--- src/rtl/epw_pkg.sv ---
`timescale 1ns/1ps
package epw_pkg;
  typedef enum logic [1:0] {
    CMD_NONE = 2'd0,
    CMD_STOP = 2'd1,
    CMD_ADDR = 2'd2,
    CMD_DATA = 2'd3
  } epw_cmd_e;
endpackage

--- src/rtl/epw_page_buf.sv ---
`timescale 1ns/1ps
module epw_page_buf
  import epw_pkg::*;
#(
  parameter int ADDR_W = 8,
  parameter int DATA_W = 8,
  parameter int OFF_W  = 4,
  localparam int PAGE_W = ADDR_W - OFF_W,
  localparam int SLOTS  = 1 << OFF_W
) (
  input  logic                    clk_i,
  input  logic                    rst_ni,
  input  epw_cmd_e                cmd_i,
  input  logic [ADDR_W-1:0]       addr_i,
  input  logic [DATA_W-1:0]       data_i,
  input  logic                    clear_i,
  output logic [PAGE_W-1:0]       page_o,
  output logic [OFF_W-1:0]        off_o,
  output logic [SLOTS-1:0]        mask_o,
  output logic [SLOTS*DATA_W-1:0] bytes_o
);
  logic [PAGE_W-1:0] page_q;
  logic [OFF_W-1:0]  off_q;

  always_ff @(posedge clk_i or negedge rst_ni) begin
    if (!rst_ni) begin
      page_q <= '0;
      off_q  <= '0;
    end else if (cmd_i == CMD_ADDR) begin
      page_q <= addr_i[ADDR_W-1:OFF_W];
      off_q  <= addr_i[OFF_W-1:0];
    end else if (cmd_i == CMD_DATA) begin
      off_q  <= off_q + OFF_W'(1);  // wraps inside the page
    end
  end

  for (genvar g = 0; g < SLOTS; g++) begin : g_slot
    logic [DATA_W-1:0] byte_q;
    logic              vld_q;
    logic              hit;
    assign hit = (cmd_i == CMD_DATA) && (off_q == OFF_W'(g));

    always_ff @(posedge clk_i or negedge rst_ni) begin
      if (!rst_ni) begin
        byte_q <= '0;
        vld_q  <= 1'b0;
      end else begin
        if (hit) byte_q <= data_i;
        if (clear_i || cmd_i == CMD_ADDR) vld_q <= 1'b0;
        else if (hit)                     vld_q <= 1'b1;
      end
    end

    assign mask_o[g]                   = vld_q;
    assign bytes_o[g*DATA_W +: DATA_W] = byte_q;
  end

  assign page_o = page_q;
  assign off_o  = off_q;
endmodule

--- src/rtl/epw_cycle_timer.sv ---
`timescale 1ns/1ps
module epw_cycle_timer #(
  parameter int CYCLES = 1250000,
  localparam int CNT_W = (CYCLES > 1) ? $clog2(CYCLES) : 1
) (
  input  logic clk_i,
  input  logic rst_ni,
  input  logic start_i,
  output logic busy_o,
  output logic done_o
);
  logic             busy_q;
  logic [CNT_W-1:0] cnt_q;

  assign done_o = busy_q && (cnt_q == '0);
  assign busy_o = busy_q;

  always_ff @(posedge clk_i or negedge rst_ni) begin
    if (!rst_ni) begin
      busy_q <= 1'b0;
      cnt_q  <= '0;
    end else if (!busy_q) begin
      if (start_i) begin
        busy_q <= 1'b1;
        cnt_q  <= CNT_W'(CYCLES - 1);
      end
    end else if (done_o) begin
      busy_q <= 1'b0;
    end else begin
      cnt_q <= cnt_q - CNT_W'(1);
    end
  end
endmodule

--- src/rtl/epw_array.sv ---
`timescale 1ns/1ps
module epw_array #(
  parameter int ADDR_W = 8,
  parameter int DATA_W = 8,
  parameter int OFF_W  = 4,
  localparam int PAGE_W = ADDR_W - OFF_W,
  localparam int SLOTS  = 1 << OFF_W,
  localparam int DEPTH  = 1 << ADDR_W
) (
  input  logic                    clk_i,
  input  logic                    rst_ni,
  input  logic                    we_i,
  input  logic [PAGE_W-1:0]       page_i,
  input  logic [SLOTS-1:0]        mask_i,
  input  logic [SLOTS*DATA_W-1:0] bytes_i,
  input  logic [ADDR_W-1:0]       rd_addr_i,
  output logic [DATA_W-1:0]       rd_data_o
);
  logic [DATA_W-1:0] mem_q [DEPTH];

  always_ff @(posedge clk_i or negedge rst_ni) begin
    if (!rst_ni) begin
      for (int i = 0; i < DEPTH; i++) mem_q[i] <= '0;
    end else if (we_i) begin
      for (int j = 0; j < SLOTS; j++) begin
        if (mask_i[j]) mem_q[{page_i, OFF_W'(j)}] <= bytes_i[j*DATA_W +: DATA_W];
      end
    end
  end

  assign rd_data_o = mem_q[rd_addr_i];
endmodule

--- src/rtl/eeprom_page_writer.sv ---
`timescale 1ns/1ps
module eeprom_page_writer
  import epw_pkg::*;
#(
  parameter int ADDR_W    = 8,
  parameter int DATA_W    = 8,
  parameter int OFF_W     = 4,
  parameter int WR_CYCLES = 1250000,
  localparam int PAGE_W = ADDR_W - OFF_W,
  localparam int SLOTS  = 1 << OFF_W
) (
  input  logic              clk_i,
  input  logic              rst_ni,
  input  logic              addr_valid_i,
  input  logic [ADDR_W-1:0] addr_i,
  input  logic              data_valid_i,
  input  logic [DATA_W-1:0] data_i,
  input  logic              stop_i,
  input  logic              wp_i,
  input  logic [ADDR_W-1:0] rd_addr_i,
  output logic [DATA_W-1:0] rd_data_o,
  output logic              busy_o,
  output logic [ADDR_W-1:0] ptr_o
);
  epw_cmd_e                cmd;
  logic [PAGE_W-1:0]       page;
  logic [OFF_W-1:0]        off;
  logic [SLOTS-1:0]        mask;
  logic [SLOTS*DATA_W-1:0] bytes;
  logic                    busy, done, start, protect, clear;

  // strobes are dropped while a cycle runs; STOP beats address beats data
  always_comb begin
    cmd = CMD_NONE;
    if (!busy) begin
      if (stop_i)            cmd = CMD_STOP;
      else if (addr_valid_i) cmd = CMD_ADDR;
      else if (data_valid_i) cmd = CMD_DATA;
    end
  end

  assign protect = wp_i && page[PAGE_W-1];
  assign start   = (cmd == CMD_STOP) && (|mask) && !protect;
  assign clear   = ((cmd == CMD_STOP) && !start) || done;

  epw_page_buf #(.ADDR_W(ADDR_W), .DATA_W(DATA_W), .OFF_W(OFF_W)) u_buf (
    .clk_i   (clk_i),
    .rst_ni  (rst_ni),
    .cmd_i   (cmd),
    .addr_i  (addr_i),
    .data_i  (data_i),
    .clear_i (clear),
    .page_o  (page),
    .off_o   (off),
    .mask_o  (mask),
    .bytes_o (bytes)
  );

  epw_cycle_timer #(.CYCLES(WR_CYCLES)) u_tmr (
    .clk_i   (clk_i),
    .rst_ni  (rst_ni),
    .start_i (start),
    .busy_o  (busy),
    .done_o  (done)
  );

  epw_array #(.ADDR_W(ADDR_W), .DATA_W(DATA_W), .OFF_W(OFF_W)) u_arr (
    .clk_i     (clk_i),
    .rst_ni    (rst_ni),
    .we_i      (done),
    .page_i    (page),
    .mask_i    (mask),
    .bytes_i   (bytes),
    .rd_addr_i (rd_addr_i),
    .rd_data_o (rd_data_o)
  );

  assign busy_o = busy;
  assign ptr_o  = {page, off};
endmodule

--- config.mk ---
export PLATFORM = sky130hd
export DESIGN_NAME = eeprom_page_writer
export DESIGN_NICKNAME = d
export VERILOG_FILES = /design/src/rtl/epw_pkg.sv /design/src/rtl/epw_page_buf.sv /design/src/rtl/epw_cycle_timer.sv /design/src/rtl/epw_array.sv /design/src/rtl/eeprom_page_writer.sv
export SDC_FILE = /design/constraint.sdc
export NUM_CORES = 2
export LEC_CHECK = 0
export BUFFER_PORTS_ARGS = -buffer_cell sky130_fd_sc_hd__buf_2
export CAP_MARGIN = 25
export CORE_ASPECT_RATIO = 0.6
export CORE_UTILIZATION = 30
export DETAILED_ROUTE_END_ITERATION = 10
export SYNTH_ARGS = -nofsm -noshare
export SYNTH_HDL_FRONTEND = slang
export SYNTH_SLANG_ARGS = --single-unit
export TNS_END_PERCENT = 30
--- constraint.sdc ---
create_clock -name clk_i -period 8.9 [get_ports clk_i]
set_input_delay 0.445 -clock clk_i [delete_from_list [all_inputs] [get_ports clk_i]]
set_output_delay 0.445 -clock clk_i [all_outputs]
set_load 0.01 [all_outputs]
==> run summary <==
Avg Vias per Cell - 5.643
status - finished, final reports clean
die width - 753.9 µm
WL/cell - 34.32 µm
count leader, synth - dfrtp_1
post-route ant nets - 0
clk_lat worst skew - 0.91 ns
leakage power - 56.99 nW
Peak supply drop - 0.0001410 V
Hold WC Path Type - input port to async pin
actual slew at the worst max-slew pin - 1.450 ns
area of the core - 337100 µm²
CP Capture Type - primary output
CP max-delay cell - nor4_2
vias - 63226
Setup TNS - 0 ns
Post-Syn Nets - 6424
Detailed Route WL - 384500 µm
PD cells - 174.8 nW/µm²
largest net degree at the start of global routing - 183
H-tree depth - 4
first-pass GRT wire length - 533000 µm
EDFF count, synth - 0
final period demand of the worst path - 5.424 ns
required time of the critical path - 8.46 ns
TritonCTS clock tree - built
Synth Register Bits - 2222
CTS buffer count - 206
yosys warns - 0
Mapped Area - 101800 µm²
unrepaired setup endpoints after global routing - no
All-Layer GR Usage - 0.2215
Layout area overhead - 13.92%
Top FF cell, synth - dfrtp_1
ys async rst share - 1.000
dpl hpwl - 260400 µm
crit start category - input port
fraction of layout instances using a drive strength above 1 - 0.5168
setup bufs post-CTS - 0
IO Port Bufs - 46
cells after synthesis - 6388
CP arrival - 4.98 ns
Die Y - 453.2 µm
average size of a mapped cell - 15.93 µm²
Final #Nets - 6555
critical path class - input port to primary output
Yosys top cell area share - 0.5464
root buffer cell - clkbuf_16
setup violators final - 0
gr ovfl total - 0
Distinct cells, synth - 62
Crit path largest cell delay - 0.87 ns
CP max FO - 89
1st-iter DRT viols - 7332
Slew headroom - 0.03335
post-cts resize count - 0
Hold Vio Cnt, Final - 0
fin area - 115900 µm²
leading area contributor after synthesis - dfrtp_1
initial antenna violation count - 78
CTS Buffer Depth - 4
most instantiated cells after synthesis - dfrtp_1, mux2_2, mux4_2, clkbuf_1, a22oi_1
Tcrit/Tclk final - 0.6095
sequential fraction of the synthesis area - 0.5464
site row count - 165
Pre-Repair DR Iteration Count - 5
Final Skew - 0.07468 ns
cts hold-fix bufs - 17
WHS - 0.1087 ns
number of global-route vias before repair - 63659
Initial Util - 0.3019
Cell Chain, Critical Path - buf_8 -> buf_12 -> mux2i_1 -> o221ai_1 -> o21ai_0 -> a21oi_1 -> nor4_1 -> nor4_2 -> buf_4 -> buf_2
num ports - 47
total power - 20.26 mW
placed instance area - 108600 µm²
clock sink total - 2222
Worst-path clk slew - 0.07 ns
max-slew violation count - 0
GP Congestion - 0.9766
Max Freq - 184.4 MHz
drt drc - 0
ranking of synthesized cells by area - dfrtp_1, mux2_2, mux4_2
MaxCap Viol Count - 0
die area - 341600 µm²
==> cell usage in the layout (no fill, tap or decap), types with 38 or more instances in the layout <==
master	count
dfrtp_1	2220
mux2_2	2067
mux4_2	448
clkbuf_16	209
buf_4	198
a22oi_1	196
nor2_8	150
mux2_1	123
a21oi_1	122
mux2i_1	112
nor2_2	106
nand2_1	54
clkbuf_8	52
buf_2	47
nor4_1	42
clkinv_2	42
o21ai_0	38
==> per-layer routing <==
layer	routed length [µm]	up-vias	GRT usage
met4	10780	22	0.05543
met5	539	-	0.008292
met2	149300	3102	0.2884
met1	172100	35201	0.3266
met3	51790	516	0.1005
li1	-	24385	-
==> worst paths after layout <==
kind | end | slack (ns) | from | cells past startpoint
min reg2reg | u_arr.mem_q[430] | 0.48 | u_arr.mem_q[430] | 1
max | rd_data_o[6] | 3.48 | rd_addr_i[0] | 10
max reg2reg | u_arr.mem_q[1719] | 4.66 | u_tmr.cnt_q[4] | 7
min in group clk_i | u_buf.page_o[3] | 0.32 | addr_i[7] | 3
max in group asynchronous | u_arr.mem_q[820] | 6.35 | rst_ni | 4
min | u_arr.mem_q[474] | 0.11 | rst_ni | 2
==> cell type report <==
class                      count  area, µm²
fill                       31944     221200
sequential                  2222      55610
multi-input combinational   3754      44590
clock buffer                 297       6081
tap                         4509       5642
timing repair buffer         313       3029
clock inverter                73      870.8
inverter                      22      82.58
antenna                       15      37.54
==> registers in the layout, indices dropped and copies added (netlist names) <==
register,flops
u_buf.g_slot.byte_q,128
u_tmr.cnt_q,21
u_buf.g_slot.vld_q,16
u_tmr.busy_o,1
u_arr.mem_q,2048
u_buf.page_o,4
u_buf.off_o,4
==> power by group <==
group | leakage (nW) | switching, mW | internal, mW
logic | 22.6 | 0.556 | 0.171
registers | 30.9 | 0.0125 | 10.1
clock network | 3.44 | 4.16 | 5.26
==> stage by stage <==
| step | util | worst slack, ns | instances |
|---|---|---|---|
| 3_3_place_gp | 0.3204 | 2.943 | 10767 |
| 6_report | 0.3439 | 3.476 | 11205 |
| 2_1_floorplan | - | 5.693 | 6388 |
| 4_1_cts | 0.3432 | 3.565 | 11178 |
| 5_1_grt | 0.3438 | 3.325 | 11191 |
| 3_5_place_dp | 0.3221 | 3.586 | 10791 |
==> critical path: cells and delay by family <==
kind / cells / cell delay, ns
AND/OR/NAND/NOR: 2 / 1.09
buffers and inverters: 4 / 1.33
multiplexers: 1 / 0.23
AO/OA/AOI/OAI: 3 / 1.33
==> cells by family after synthesis <==
kind of cell / Yosys count / share of synthesized area
AOI/OAI and AO/OA: 490 / 0.03272
DFF: 2222 / 0.5464
and+or+nand+nor: 496 / 0.04924
buffers and inverters: 412 / 0.01742
muxes: 2750 / 0.3525
adders and majority gates: 6 / 0.0007377
xor gates and xnor gates: 12 / 0.001033
(Power assumes the default switching activity.)
